<file path="src/rtl/dmac_pkg.sv">
package dmac_pkg;
  localparam int NCH  = 4;
  localparam int CH_W = 2;

  typedef enum logic [2:0] {
    PORT_CMD    = 3'd0,
    PORT_REQ    = 3'd1,
    PORT_MSK1   = 3'd2,
    PORT_MODE   = 3'd3,
    PORT_TOGCLR = 3'd4,
    PORT_MCLR   = 3'd5,
    PORT_MSKCLR = 3'd6,
    PORT_MSKALL = 3'd7
  } ctl_port_e;

  // only this command bit may be set in an accepted command write
  localparam logic [7:0] CMD_OK_BITS = 8'h04;
endpackage

</file>
<file path="src/rtl/dmac_mode_bank.sv">
module dmac_mode_bank
  import dmac_pkg::*;
(
  input  logic              clk,
  input  logic              rst_n,
  input  logic              mode_we,
  input  logic [7:0]        wr_data,
  output logic [2*NCH-1:0]  mode_xfer,
  output logic [NCH-1:0]    mode_auto,
  output logic [NCH-1:0]    mode_dec,
  output logic [2*NCH-1:0]  mode_op
);
  logic [7:0] mode_q [NCH];
  logic [7:0] mode_n [NCH];

  for (genvar c = 0; c < NCH; c++) begin : g_ch
    always_comb begin
      mode_n[c] = mode_q[c];
      if (mode_we && (wr_data[CH_W-1:0] == CH_W'(c))) begin
        mode_n[c] = wr_data;
      end
    end

    always_ff @(posedge clk or negedge rst_n) begin
      if (!rst_n) begin
        mode_q[c] <= '0;
      end else if (mode_we) begin
        mode_q[c] <= mode_n[c];
      end
    end

    assign mode_xfer[2*c +: 2] = mode_q[c][3:2];
    assign mode_auto[c]        = mode_q[c][4];
    assign mode_dec[c]         = mode_q[c][5];
    assign mode_op[2*c +: 2]   = mode_q[c][7:6];
  end
endmodule

</file>
<file path="src/rtl/dmac_regs.sv">
module dmac_regs
  import dmac_pkg::*;
(
  input  logic           clk,
  input  logic           rst_n,
  input  logic           wr_en,
  input  logic           rd_en,
  input  logic [2:0]     port_sel,
  input  logic [7:0]     wr_data,
  input  logic [NCH-1:0] req_hold,
  input  logic [NCH-1:0] req_release,
  input  logic [NCH-1:0] tc_pulse,
  input  logic           ptr_step,
  output logic [7:0]     rd_data,
  output logic [7:0]     cmd_q,
  output logic [NCH-1:0] mask_q,
  output logic [2*NCH-1:0] stat_q,
  output logic           tog_q
);
  logic [7:0]       cmd_n;
  logic [NCH-1:0]   mask_n;
  logic [2*NCH-1:0] stat_n;
  logic             tog_n;
  ctl_port_e        port;
  logic [CH_W-1:0]  ch;

  assign port = ctl_port_e'(port_sel);
  assign ch   = wr_data[CH_W-1:0];

  // next state, applied in the fixed order: read clear, write, tc, hold, release
  always_comb begin
    cmd_n  = cmd_q;
    mask_n = mask_q;
    stat_n = stat_q;
    tog_n  = tog_q ^ ptr_step;

    if (rd_en && (port == PORT_CMD)) begin
      stat_n[NCH-1:0] = '0;
    end

    if (wr_en) begin
      case (port)
        PORT_CMD: begin
          if ((wr_data & ~CMD_OK_BITS) == 8'h00) cmd_n = wr_data;
        end
        PORT_REQ: begin
          stat_n[NCH + int'(ch)] = wr_data[2];
          stat_n[int'(ch)]       = 1'b0;
        end
        PORT_MSK1:   mask_n[ch] = wr_data[2];
        PORT_MODE:   ;
        PORT_TOGCLR: tog_n = 1'b0;
        PORT_MCLR: begin
          tog_n  = 1'b0;
          mask_n = '1;
          stat_n = '0;
          cmd_n  = '0;
        end
        PORT_MSKCLR: mask_n = '0;
        PORT_MSKALL: mask_n = wr_data[NCH-1:0];
        default: ;
      endcase
    end

    stat_n[NCH-1:0]     = stat_n[NCH-1:0] | tc_pulse;
    stat_n[2*NCH-1:NCH] = stat_n[2*NCH-1:NCH] & ~tc_pulse;
    stat_n[2*NCH-1:NCH] = stat_n[2*NCH-1:NCH] | req_hold;
    stat_n[2*NCH-1:NCH] = stat_n[2*NCH-1:NCH] & ~req_release;
  end

  always_ff @(posedge clk or negedge rst_n) begin
    if (!rst_n) begin
      cmd_q  <= '0;
      mask_q <= '1;
      stat_q <= '0;
      tog_q  <= 1'b0;
    end else begin
      cmd_q  <= cmd_n;
      mask_q <= mask_n;
      stat_q <= stat_n;
      tog_q  <= tog_n;
    end
  end

  always_comb begin
    rd_data = 8'h00;
    if (rd_en) begin
      case (port)
        PORT_CMD: rd_data = stat_q;
        PORT_REQ: rd_data = 8'(mask_q);
        default:  rd_data = 8'h00;
      endcase
    end
  end
endmodule

</file>
<file path="src/rtl/dmac_svc_pick.sv">
module dmac_svc_pick
  import dmac_pkg::*;
#(
  parameter int CNT_W = 16,
  localparam int LEN_W = CNT_W + 2
)(
  input  logic [NCH-1:0]       mask_q,
  input  logic [NCH-1:0]       req_q,
  input  logic [NCH*CNT_W-1:0] base_cnt,
  input  logic                 word_mode,
  output logic                 svc_valid,
  output logic [CH_W-1:0]      svc_chan,
  output logic [LEN_W-1:0]     svc_len
);
  logic [NCH-1:0]   elig;
  logic [CNT_W-1:0] sel_base;
  logic [LEN_W-1:0] len_b;

  assign elig = ~mask_q & req_q;

  // descending scan so the lowest eligible channel is the last to assign
  always_comb begin
    svc_valid = 1'b0;
    svc_chan  = '0;
    for (int i = NCH - 1; i >= 0; i--) begin
      if (elig[i]) begin
        svc_valid = 1'b1;
        svc_chan  = CH_W'(i);
      end
    end
  end

  assign sel_base = base_cnt[int'(svc_chan)*CNT_W +: CNT_W];
  assign len_b    = LEN_W'(sel_base) + LEN_W'(1);

  always_comb begin
    if (!svc_valid)     svc_len = '0;
    else if (word_mode) svc_len = len_b << 1;
    else                svc_len = len_b;
  end
endmodule

</file>
<file path="src/rtl/dmac_ctrl_unit.sv">
module dmac_ctrl_unit
  import dmac_pkg::*;
#(
  parameter int CNT_W = 16
)(
  input  logic                 clk,
  input  logic                 rst_n,
  input  logic                 wr_en,
  input  logic                 rd_en,
  input  logic [2:0]           port_sel,
  input  logic [7:0]           wr_data,
  output logic [7:0]           rd_data,
  input  logic [NCH-1:0]       req_hold,
  input  logic [NCH-1:0]       req_release,
  input  logic [NCH-1:0]       tc_pulse,
  input  logic                 ptr_step,
  input  logic [NCH*CNT_W-1:0] base_cnt,
  input  logic                 word_mode,
  output logic [7:0]           cmd_value,
  output logic                 ptr_toggle,
  output logic [2*NCH-1:0]     mode_xfer,
  output logic [NCH-1:0]       mode_auto,
  output logic [NCH-1:0]       mode_dec,
  output logic [2*NCH-1:0]     mode_op,
  output logic                 svc_valid,
  output logic [CH_W-1:0]      svc_chan,
  output logic [CNT_W+1:0]     svc_len
);
  logic [1:0]       rs_q;
  logic             rst_sync_n;
  logic [NCH-1:0]   mask_w;
  logic [2*NCH-1:0] stat_w;
  logic             mode_we;

  // asynchronous assertion, synchronous release
  always_ff @(posedge clk or negedge rst_n) begin
    if (!rst_n) rs_q <= 2'b00;
    else        rs_q <= {rs_q[0], 1'b1};
  end
  assign rst_sync_n = rs_q[1];

  assign mode_we = wr_en && (port_sel == PORT_MODE);

  dmac_regs u_regs (
    .clk(clk), .rst_n(rst_sync_n), .wr_en(wr_en), .rd_en(rd_en),
    .port_sel(port_sel), .wr_data(wr_data), .req_hold(req_hold),
    .req_release(req_release), .tc_pulse(tc_pulse), .ptr_step(ptr_step),
    .rd_data(rd_data), .cmd_q(cmd_value), .mask_q(mask_w),
    .stat_q(stat_w), .tog_q(ptr_toggle)
  );

  dmac_mode_bank u_modes (
    .clk(clk), .rst_n(rst_sync_n), .mode_we(mode_we), .wr_data(wr_data),
    .mode_xfer(mode_xfer), .mode_auto(mode_auto), .mode_dec(mode_dec),
    .mode_op(mode_op)
  );

  dmac_svc_pick #(.CNT_W(CNT_W)) u_pick (
    .mask_q(mask_w), .req_q(stat_w[2*NCH-1:NCH]), .base_cnt(base_cnt),
    .word_mode(word_mode), .svc_valid(svc_valid), .svc_chan(svc_chan),
    .svc_len(svc_len)
  );
endmodule

</file>
<file path="config.mk">
export PLATFORM = sky130hd
export DESIGN_NAME = dmac_ctrl_unit
export DESIGN_NICKNAME = d
export VERILOG_FILES = /design/src/rtl/dmac_pkg.sv /design/src/rtl/dmac_mode_bank.sv /design/src/rtl/dmac_regs.sv /design/src/rtl/dmac_svc_pick.sv /design/src/rtl/dmac_ctrl_unit.sv
export SDC_FILE = /design/constraint.sdc
export NUM_CORES = 1
export LEC_CHECK = 0
export BUFFER_PORTS_ARGS = -buffer_cell sky130_fd_sc_hd__buf_4
export CORE_MARGIN = 2
export CORE_UTILIZATION = 49
export CTS_BUF_LIST = sky130_fd_sc_hd__clkbuf_4
export DETAILED_ROUTE_END_ITERATION = 7
export GPL_TIMING_DRIVEN = 0
export PLACE_DENSITY = 0.83
export SLEW_MARGIN = 10
export SYNTH_ARGS = -nofsm -noshare
export SYNTH_HDL_FRONTEND = slang
export SYNTH_SLANG_ARGS = --single-unit
</file>
<file path="constraint.sdc">
create_clock -name clk -period 3.3 [get_ports clk]
set_input_delay 0.165 -clock clk [delete_from_list [all_inputs] [get_ports clk]]
set_output_delay 0.165 -clock clk [all_outputs]
set_load 0.05 [all_outputs]
</file>
Yosys cells after proc, flatten, opt, wreduce, memory -nomap -nowiden
Cells that the tools add are included.
{"block": "word_totals", "romBits": 0, "ram_bits": 0, "ff_bits": 55, "output_inout_bits": 62, "mem_count": 0, "elab_cells": 89, "latch_bits": 0, "input_bits": 93}
{"block": "classes", "n_eq_ne": 11, "add_sub_neg": 2, "n_mul": 0, "n_mux": 28, "order_cmp": 6, "n_reduce_logical": 21, "n_div": 0, "n_bitwise": 11, "n_shift": 1}
{"cell": "$shiftx 64x7->16", "n": 1}
{"cell": "$pmux 8 s2", "n": 3}
{"cell": "$mux 18", "n": 2}
{"cell": "$ge 32x1->1 const B", "n": 1}
{"cell": "$lt 32x5->1 const B", "n": 1}
{"cell": "$mux 8", "n": 3}
{"cell": "$add 16x1->17 const B", "n": 1}
{"cell": "$pmux 4 s4", "n": 1}
{"cell": "$and 4x4->4", "n": 3}
{"cell": "$eq 3x3->1 const B", "n": 4}
{"cell": "$not 4->4", "n": 3}
{"cell": "$reduce_and 2->1", "n": 5}
{"cell": "$logic_and 1x1->1", "n": 9}
{"cell": "$mux 1", "n": 9}
{"cell": "$and 8x8->8", "n": 1}
{"cell": "$bwmux 8", "n": 1}
{"cell": "$logic_not 8->1", "n": 1}
{"cell": "$mux 2", "n": 4}
{"cell": "$not 4->8", "n": 1}
{"cell": "$or 4x4->4", "n": 2}
{"cell": "$eq 3x2->1 const B", "n": 2}
{"cell": "$add 3x2->4 const A", "n": 1}
{"cell": "$bwmux 4", "n": 1}
{"cell": "$demux 1 s2", "n": 2}
{"cell": "16 further kinds", "n": 18}

Longest topological paths before layout
Gate-level depths: netlist (run 1).
{"block": "logic_depth", "ltp_word": 12, "ltp_mapped": 14}

Hierarchy
Synthesis (run 1) repeated with hierarchy kept, for this count alone.
{"block": "unflattened", "hier_cells": 340, "area_unflattened_um2": 3390.8}
{"module": "dmac_svc_pick", "area_each_um2": 1270.0, "n_inst": 1, "cells_per_inst": 171}
{"module": "dmac_regs", "area_each_um2": 1139.8, "n_inst": 1, "cells_per_inst": 113}
{"module": "dmac_mode_bank", "area_each_um2": 917.1, "n_inst": 1, "cells_per_inst": 52}
{"module": "dmac_ctrl_unit", "area_each_um2": 63.8, "n_inst": 1, "cells_per_inst": 4}

Worst setup path after synthesis (run 1)
No wires, ideal clock.
{"block": "synth_timing", "kind": "register to output", "start": "register (tool-made name)", "end": "output svc_len[17]", "path_stages_with_launch": 7, "t_required_ns": 3.135, "slack_ns": -0.895, "arrival_time_ns": 4.030, "cell_sequence": "dfstp_2 -> and2b_1 -> buf_1 -> a211oi_1 -> mux2_2 -> or3_1 -> nor3_1"}
{"item": "to (decl)", "line": "dmac_ctrl_unit.sv:27", "source": "output logic [CNT_W+1:0] svc_len"}

==> flow_metrics.env, run 1 <==
export IMPL_final_cells=657
export IMPL_worstPathMaxFanout=10
export IMPL_critPathCaptureType="output pin"
export IMPL_fmax_mhz=294
export IMPL_area_growth_pct=65.6
export IMPL_viasPerCell=6.20
export IMPL_num_vias=4071
export IMPL_min_period_ns=3.40
export IMPL_insertion_delay_ns=0.36
export IMPL_core_um2=6760
export IMPL_hpwl_mm=8.89
export IMPL_p_per_area_nw_per_um2=505
export IMPL_rows=30
export IMPL_grt_usage_pct=32.3
export IMPL_slew_limit_headroom_pct=33.1
export IMPL_tightest_slew_ns=0.995
export IMPL_start_util_pct=50.6
export IMPL_grt_pass1_wl_mm=19.3
export IMPL_chipHeight_um=87.5
export IMPL_status="finished, violations left"
export IMPL_port_buffer_count=154
export IMPL_n_antenna_cell=0
export IMPL_gp_congestion=0.981
export IMPL_synth_cell_area_um2=3420
export IMPL_clock_sinks=47
export IMPL_min_delay_start="req_hold[3]"
export IMPL_synthTopCellsByCount="dfrtp_1 (43), nor2_1 (42), mux2_2 (26), a21oi_1 (22), nand2_1 (22)"
export IMPL_root_buffer="clkbuf_4"
export IMPL_post_place_ws_ns=-0.320
export IMPL_postRouteWirelength_mm=13.9
export IMPL_synth_seq_cells=47
export IMPL_ys_flop_type="dfrtp_1"
export IMPL_cts_buffer_depth=2
export IMPL_worstReg2RegStart="u_regs.stat_q[7]"
export IMPL_arrival_ns=3.24
export IMPL_dr_pass1_iters=5
export IMPL_ys_types=59
export IMPL_grt_max_degree=28
export IMPL_async_flop_share_pct=100
export IMPL_fin_util_pct=83.8
export IMPL_startpoint_type="flop"
export IMPL_grt_overflow_total=0
export IMPL_yosysWarnings=0
export IMPL_drc=0
export IMPL_period_share_pct=103
export IMPL_whs_endpoint="u_regs.stat_q[7]"
export IMPL_drv_slew=0
export IMPL_setup_ws_ns=-0.105
export IMPL_cts_tree="done"
export IMPL_setup_violations=8
export IMPL_yosysTopAreaCellShare_pct=31.5
export IMPL_syn_nets=463
export IMPL_dieArea_um2=7660
export IMPL_nNetsFinal=670
export IMPL_required_ns=3.13
export IMPL_synth_edf_count=0
export IMPL_skew_ns=0.0100
export IMPL_antenna_left=0
export IMPL_critical_path_class="reg -> out"
export IMPL_ios=155
export IMPL_p_leak_nw=2.57
export IMPL_yosysMostFrequentCell="dfrtp_1"
export IMPL_antenna_found_initial=0
export IMPL_final_hold_viol_count=0
export IMPL_dp_cells=604
export IMPL_yosysTopAreaCell="dfrtp_1"
export IMPL_syn_area_per_cell_um2=9.26
export IMPL_nFillCells=389
export IMPL_yosysSeqAreaShare_pct=34.6
export IMPL_rsz0062_at_grt="yes"
export IMPL_whs_path_depth=3
export IMPL_routedWlPerCell_um=21.1
export IMPL_vdd_ir_drop_max_mv=0.562
export IMPL_h_tree_depth=2
export IMPL_cts_reportedPaths_clkPinSlew_ns=0.14
export IMPL_numCtsBuffers=5
export IMPL_min_delay_path_class="in -> reg"
export IMPL_cap_violations=0
export IMPL_die_w_um=87.5
export IMPL_syn_inst=369
export IMPL_regToRegEndpoint="u_regs.stat_q[7]"
export IMPL_r2r_slack_ns=2.08
export IMPL_r2r_cells=6
export IMPL_drt_iter0_drc=328
export IMPL_failed_checks="negative setup slack"
export IMPL_synthTopCellsByArea="dfrtp_1 (31%), mux2_2 (8.6%), nor2_1 (4.6%)"
export IMPL_drive_gt1_share_pct=56.2
export IMPL_grt_pass1_vias=3856
export IMPL_whs_ns=0.0460
## timing repair
item,CTS,global route
hold buffers,9,0
cloned,1,0
setup endpoints to repair,14,16
endpoints found under the hold margin,10,0
pin swaps,14,16
gates resized for setup,52,42
setup buffers,25,14
## placed cells by master, fill, tap and decap left out, drive strengths merged, types with 10 or more instances in the layout
cell type  count
nor3b         10
xnor2         10
a211oi        13
o21ai         15
clkbuf        15
buf          203
nor2          42
mux2          26
nand2         22
or3b          10
dfrtp         43
nor2b         14
a21oi         22
## logic make-up (layout without fill, tap and decap cells)
family,after synthesis,count (layout),synth area share [%]
AOI/OAI and AO/OA,104,104,23.0
xor gates and xnor gates,14,14,3.59
adders and majority gates,1,1,0.366
buffers and inverters,29,237,4.39
DFF,47,47,34.6
muxes,32,32,10.3
other,1,1,0.110
and+or+nand+nor,141,141,23.7
## report_power, final
part	switching (W)	internal [W]
Combinational	0.00103	0.000670
Clock	0.000187	0.000245
Sequential	0.0000588	0.000665
## worst max-delay path by stage
stage | startpoint | to | slack (ns) | depth (start not counted)
after floorplan | flop | svc_len[4] | -0.20 | 11
after global placement | flop | svc_len[9] | -0.28 | 14
final | flop | svc_len[11] | -0.10 | 13
after global routing | flop | svc_len[11] | -0.24 | 13
after detailed placement | flop | svc_len[9] | -0.32 | 14
after CTS | flop | svc_len[11] | 0.002 | 7
## per-layer routing
| metal | GRT usage (%) | wire length, um | vias to the layer above | share of wire (%) |
|---|---|---|---|---|
| li1 | - | - | 1763 | - |
| met1 | 41.9 | 5160 | 1974 | 37 |
| met2 | 53.6 | 6880 | 265 | 50 |
| met3 | 7.49 | 1250 | 69 | 9.0 |
| met4 | 10.3 | 583 | 0 | 4.2 |
| met5 | 0 | 0 | - | 0 |
## flip-flops by register name, summed over array words and instances, names as in the netlist, named ones only
register / count
u_modes.mode_auto: 4
u_regs.cmd_q: 8
u_regs.tog_q: 1
u_modes.mode_dec: 4
rs_q: 2
u_modes.mode_op: 8
u_modes.mode_xfer: 8
u_regs.stat_q: 8
## cell type report
cell class / count / area (um2) / share of cell area, %
clock buffers: 6 / 45.0 / 0.796
clock inverters: 2 / 60.1 / 1.06
flip-flops and latches: 47 / 1190 / 21.0
well taps: 80 / 100 / 1.77
plain buffers: 19 / 153 / 2.70
inverters: 8 / 32.5 / 0.575
multi-input cells: 293 / 2470 / 43.6
repair buffers: 202 / 1610 / 28.5
## metrics by stage
step                area, um2  power [W]  TNS, ns
global route             5660    0.00295    -1.15
detailed placement       4750    0.00210   -0.798
global placement         4730    0.00208   -0.701
finish                   5660    0.00286   -0.373
floorplan                3470    0.00167   -0.408
CTS                      5370    0.00269        0
## critical path, cell delays in order (launching register included)
cell and delay (ns):
dfstp_2 0.57, and2b_2 0.25, buf_6 0.16, a211oi_2 0.18, o22ai_2 0.14, nor4_4 0.29
buf_4 0.20, buf_4 0.13, buf_4 0.11, nand4_1 0.14, a21oi_2 0.20, a21oi_1 0.09
nor2_1 0.22, buf_6 0.19
Power figures use the tool's default switching activity.
==> run 2, diff against run 1 <==
- clock period: 3.3 -> 3.9 ns (I/O delays scaled with it)
==> run 2 against run 1 <==
The flow now finishes without violations. Register-to-register slack gained 0.53 ns. Hold slack worse by 0.028 ns. Final cell count down 5.5%. Total power shrank 29%. First-iteration DRC count down 35%. Worst setup slack improved by 0.21 ns. Clock-buffer cell count did not move. Design area is 14% lower. Critical path type unchanged. Critical endpoint is now svc_len[10]. Largest cell class unchanged.
==> flow_metrics.env, run 2 (same netlist as run 1, synthesis figures left out) <==
export IMPL_status="complete, no violations"
export IMPL_final_cells=621
export IMPL_gp_congestion=1.03
export IMPL_worstReg2RegStart="u_regs.stat_q[6]"
export IMPL_p_leak_nw=2.27
export IMPL_max_stage_delay_ns=0.55
export IMPL_arrival_ns=3.59
export IMPL_min_period_ns=3.79
export IMPL_crit_chain="buf_6 -> and2b_1 -> buf_6 -> o311ai_2 -> o2bb2ai_4 -> inv_1 -> ha_1 -> inv_1 -> nor3_4 -> buf_4 -> and3_1 -> xnor2_1 -> nor2_1 -> a211oi_2 -> buf_4"
export IMPL_critPathCaptureType="output pin"
export IMPL_insertion_delay_ns=0.37
export IMPL_grt_pass1_wl_mm=16.9
export IMPL_area_growth_pct=43.2
export IMPL_grt_usage_pct=28.4
export IMPL_drv_slew=0
export IMPL_worstPathMaxFanout=10
export IMPL_p_comb_share_pct=58.1
export IMPL_p_sw_share_pct=47.7
export IMPL_start_util_pct=50.6
export IMPL_postRouteWirelength_mm=11.3
export IMPL_nNetsFinal=634
export IMPL_mostFrequentLayoutCell="buf_4"
export IMPL_vdd_ir_drop_max_mv=0.424
export IMPL_fin_util_pct=72.4
export IMPL_whs_endpoint="u_regs.stat_q[1]"
export IMPL_crit_buf_inv=6
export IMPL_min_delay_start="tc_pulse[1]"
export IMPL_drive_gt1_share_pct=45.3
export IMPL_chipHeight_um=87.5
export IMPL_r2r_cells=5
export IMPL_p_per_area_nw_per_um2=415
export IMPL_rows=30
export IMPL_cts_tree="done"
export IMPL_min_delay_path_class="in -> reg"
export IMPL_dp_cells=604
export IMPL_clockPowerShare_pct=11.7
export IMPL_root_buffer="clkbuf_4"
export IMPL_nFillCells=518
export IMPL_startpoint_type="flop"
export IMPL_grt_overflow_total=0
export IMPL_cap_violations=0
export IMPL_skew_ns=0.0106
export IMPL_placed_area_um2=4700
export IMPL_setup_ws_ns=0.110
export IMPL_regToRegEndpoint="u_regs.stat_q[6]"
export IMPL_fmax_mhz=264
export IMPL_tightest_slew_ns=1.07
export IMPL_multiInputGateArea_um2=2140
export IMPL_port_buffer_count=154
export IMPL_layout_common_cells="buf_4 (161), nor2_1 (42), dfrtp_1 (42)"
export IMPL_slew_limit_headroom_pct=28.4
export IMPL_n_antenna_cell=0
export IMPL_fin_tns_setup_ns=0
export IMPL_antenna_found_initial=0
export IMPL_core_um2=6760
export IMPL_num_vias=3710
export IMPL_hpwl_mm=8.78
export IMPL_numCtsBuffers=5
export IMPL_antenna_left=0
export IMPL_routedWlPerCell_um=18.2
export IMPL_die_w_um=87.5
export IMPL_p_int_w=0.00106
export IMPL_required_ns=3.70
export IMPL_grt_pass1_vias=3581
export IMPL_seq_area_um2=1180
export IMPL_h_tree_depth=2
export IMPL_whs_path_depth=2
export IMPL_viasPerCell=5.97
export IMPL_clock_sinks=47
export IMPL_drt_iter0_drc=213
export IMPL_critical_path_class="reg -> out"
export IMPL_cts_reportedPaths_clkPinSlew_ns=0.14
export IMPL_dr_pass1_iters=5
export IMPL_p_sw_w=0.000969
export IMPL_drc=0
export IMPL_power_frac_seq_pct=30.3
export IMPL_r2r_slack_ns=2.61
export IMPL_dieArea_um2=7660
export IMPL_setup_violations=0
export IMPL_crit_slowest_cell="dfstp_2"
export IMPL_stdcell_area_um2=4890
export IMPL_final_hold_viol_count=0
export IMPL_crit_family="buffers and inverters"
export IMPL_post_place_ws_ns=0.284
export IMPL_cts_buffer_depth=2
export IMPL_period_share_pct=97.2
export IMPL_ios=155
export IMPL_grt_max_degree=35
==> run 2: layout make-up <==
class                           instances  area share, %
Multi-Input combinational cell        293           43.7
Timing Repair Buffer                  165           25.8
Sequential cell                        47           24.2
Buffer                                 20           2.43
Tap cell                               80           2.05
Clock buffer                            6          0.920
Inverter                                8          0.614
Clock inverter                          2          0.256
==> run 2: how the worst max path moves through the flow <==
stage                        to  cells after the start  start  slack, ns
finish              svc_len[10]                     15   flop       0.11
CTS                 svc_len[10]                     14   flop       0.08
global route        svc_len[13]                     11   flop      -0.02
floorplan            svc_len[9]                     13   flop       0.10
global placement    svc_len[13]                     14   flop       0.34
detailed placement  svc_len[13]                     14   flop       0.28
==> run 2: timing repair <==
item                                   in CTS  in global routing
endpoints found under the hold margin       6                  0
setup endpoints to repair                   3                  3
pin swaps                                   1                  2
setup buffers                               0                  5
resized for setup                           3                  9
hold buffers                                5                  0
gates cloned                                0                  0
==> run 2: power groups by stage <==
stage	Clock, W	Combinational (W)	Sequential [W]
after global routing	0.000253	0.00124	0.000625
after global placement	0	0.00112	0.000618
after detailed placement	0	0.00115	0.000617
after CTS	0.000241	0.00116	0.000609
after floorplan	0	0.000588	0.000810
final	0.000237	0.00118	0.000615
==> run 2: per-stage QoR <==
| step | power [W] | hold slack, ns |
|---|---|---|
| 2_1_floorplan | 0.00140 | -0.101 |
| 3_3_place_gp | 0.00174 | -0.0228 |
| 3_5_place_dp | 0.00176 | -0.0178 |
| 4_1_cts | 0.00201 | 0.00979 |
| 5_1_grt | 0.00211 | 0.0158 |
| 6_report | 0.00203 | 0.0179 |
==> run 2: routing by layer <==
layer / share of wire [%] / wire (um) / global-route usage, % / up-vias
met5: 0 / 0 / 0 / -
met4: 3.6 / 407 / 13.6 / 0
met3: 9.7 / 1100 / 7.39 / 40
met2: 48 / 5390 / 47.3 / 217
met1: 39 / 4400 / 34.3 / 1763
li1: - / - / - / 1690
==> run 3, diff against run 2 <==
- RECOVER_POWER: unset -> 100
==> run 3 against run 2 <==
The flow now finishes with violations (max-capacitance violations, max-slew violations). Sequential power about the same. Clock power about the same. Combinational power down 7%. Total power down 3.9%. Final cell count unchanged. Clock-buffer cell count unchanged. Wire length down 0.55%. Die area unchanged. Fmax up 0.29%. Critical endpoint unchanged. Largest power group unchanged.
==> flow_metrics.env, run 3 (same netlist as run 1, synthesis figures left out) <==
export IMPL_min_period_ns=3.78
export IMPL_power_total_w=0.00195
export IMPL_crit_buf_inv=6
export IMPL_rows=30
export IMPL_period_share_pct=96.9
export IMPL_layout_common_cells="buf_4 (109), clkbuf_1 (52), dfrtp_1 (43)"
export IMPL_cap_violations=1
export IMPL_cts_tree="done"
export IMPL_slew_limit_headroom_pct=-21.2
export IMPL_startpoint_type="flop"
export IMPL_cts_reportedPaths_clkPinSlew_ns=0.14
export IMPL_core_um2=6760
export IMPL_postRouteWirelength_mm=11.2
export IMPL_routedWlPerCell_um=18.1
export IMPL_clock_sinks=47
export IMPL_final_hold_viol_count=0
export IMPL_start_util_pct=50.6
export IMPL_area_growth_pct=37.2
export IMPL_hpwl_mm=8.78
export IMPL_antenna_found_initial=0
export IMPL_nNetsFinal=634
export IMPL_p_leak_nw=2.08
export IMPL_crit_slowest_cell="dfstp_2"
export IMPL_setup_violations=0
export IMPL_grt_overflow_total=0
export IMPL_status="finished, violations left"
export IMPL_drt_iter0_drc=193
export IMPL_grt_usage_pct=28.4
export IMPL_fmax_mhz=265
export IMPL_die_w_um=87.5
export IMPL_vdd_ir_drop_max_mv=0.422
export IMPL_min_delay_path_class="in -> reg"
export IMPL_critical_path_class="reg -> out"
export IMPL_n_antenna_cell=0
export IMPL_h_tree_depth=2
export IMPL_gp_congestion=1.03
export IMPL_tightest_slew_ns=1.82
export IMPL_ios=155
export IMPL_arrival_ns=3.58
export IMPL_crit_family="buffers and inverters"
export IMPL_p_per_area_nw_per_um2=417
export IMPL_drv_slew=35
export IMPL_failed_checks="max-capacitance violations, max-slew violations"
export IMPL_chipHeight_um=87.5
export IMPL_cts_buffer_depth=2
export IMPL_whs_ns=0.0214
export IMPL_grt_max_degree=35
export IMPL_skew_ns=0.00950
export IMPL_crit_chain="buf_6 -> and2b_1 -> buf_6 -> o311ai_2 -> o2bb2ai_2 -> inv_1 -> ha_1 -> inv_1 -> nor3_4 -> buf_4 -> and3_1 -> xnor2_1 -> nor2_1 -> a211oi_2 -> buf_4"
export IMPL_antenna_left=0
export IMPL_max_stage_delay_ns=0.55
export IMPL_required_ns=3.70
export IMPL_mostFrequentLayoutCell="buf_4"
export IMPL_grt_pass1_wl_mm=16.9
export IMPL_drive_gt1_share_pct=37.2
export IMPL_dr_pass1_iters=4
export IMPL_worstPathMaxFanout=10
export IMPL_root_buffer="clkbuf_4"
export IMPL_critPathCaptureType="output pin"
export IMPL_grt_pass1_vias=3581
export IMPL_num_vias=3710
export IMPL_dieArea_um2=7660
export IMPL_viasPerCell=5.97
export IMPL_port_buffer_count=154
export IMPL_insertion_delay_ns=0.37
export IMPL_drc=0
export IMPL_numCtsBuffers=5
export IMPL_nFillCells=590
[run 3: cell count changes in the layout (fill, tap and decap cells not counted), sizes merged]
cell,previous run,this run
buf,171,117
clkbuf,15,69
[run 3: power breakdown]
group,internal [W],switching [W],leakage [nW]
Clock,0.0000768,0.000161,0.0317
Sequential,0.000562,0.0000508,0.583
Combinational,0.000349,0.000754,1.46
[run 3: routing by layer]
metal	track usage, %	share of wire, %	vias up
met5	0	0	-
met4	13.6	3.7	0
met3	7.39	9.3	43
met2	47.3	48	207
met1	34.3	39	1766
li1	-	-	1694
[run 3: through the flow]
step / setup WS [ns] / instance area (um2) / utilization (%) / std cells / setup TNS, ns
floorplan: 0.103 / 3420 / - / 369 / 0
global placement: 0.336 / 4680 / 69.3 / 603 / 0
detailed placement: 0.284 / 4700 / 69.6 / 604 / 0
CTS: 0.0776 / 4810 / 71.3 / 617 / 0
global route: -0.0128 / 4690 / 69.4 / 621 / -0.0128
finish: 0.121 / 4690 / 69.4 / 621 / 0
[run 3: cell type report]
type,instances,area [um2],area share (%)
multi-input cells,293,2130,45.4
flip-flops and latches,47,1180,25.2
repair buffers,165,1070,22.9
plain buffers,20,119,2.54
well taps,80,100,2.14
clock buffers,6,45.0,0.961
inverters,8,30.0,0.641
clock inverters,2,12.5,0.267
[run 3: path summary, 6_finish.rpt]
check | startpoint | slack [ns] | end | cells past startpoint
min in group asynchronous | rst_n | 0.14 | rs_q[0] | 2
min | tc_pulse[1] | 0.02 | u_regs.stat_q[1] | 2
max reg2reg | rs_q[1] | 1.66 | u_modes.mode_op[7] | 1
max in group asynchronous | rs_q[1] | 1.66 | u_modes.mode_op[7] | 1
min reg2reg | rs_q[1] | 0.19 | u_modes.mode_xfer[5] | 0
max | flop | 0.12 | svc_len[10] | 15
[run 3: timing repair]
| action | 4_1_cts | 5_1_grt |
|---|---|---|
| setup buffers | 0 | 5 |
| pin swaps | 1 | 2 |
| endpoints found under the setup margin | 3 | 3 |
| endpoints found under the hold margin | 6 | 0 |
| hold buffers | 5 | 0 |
| resized for setup | 3 | 9 |
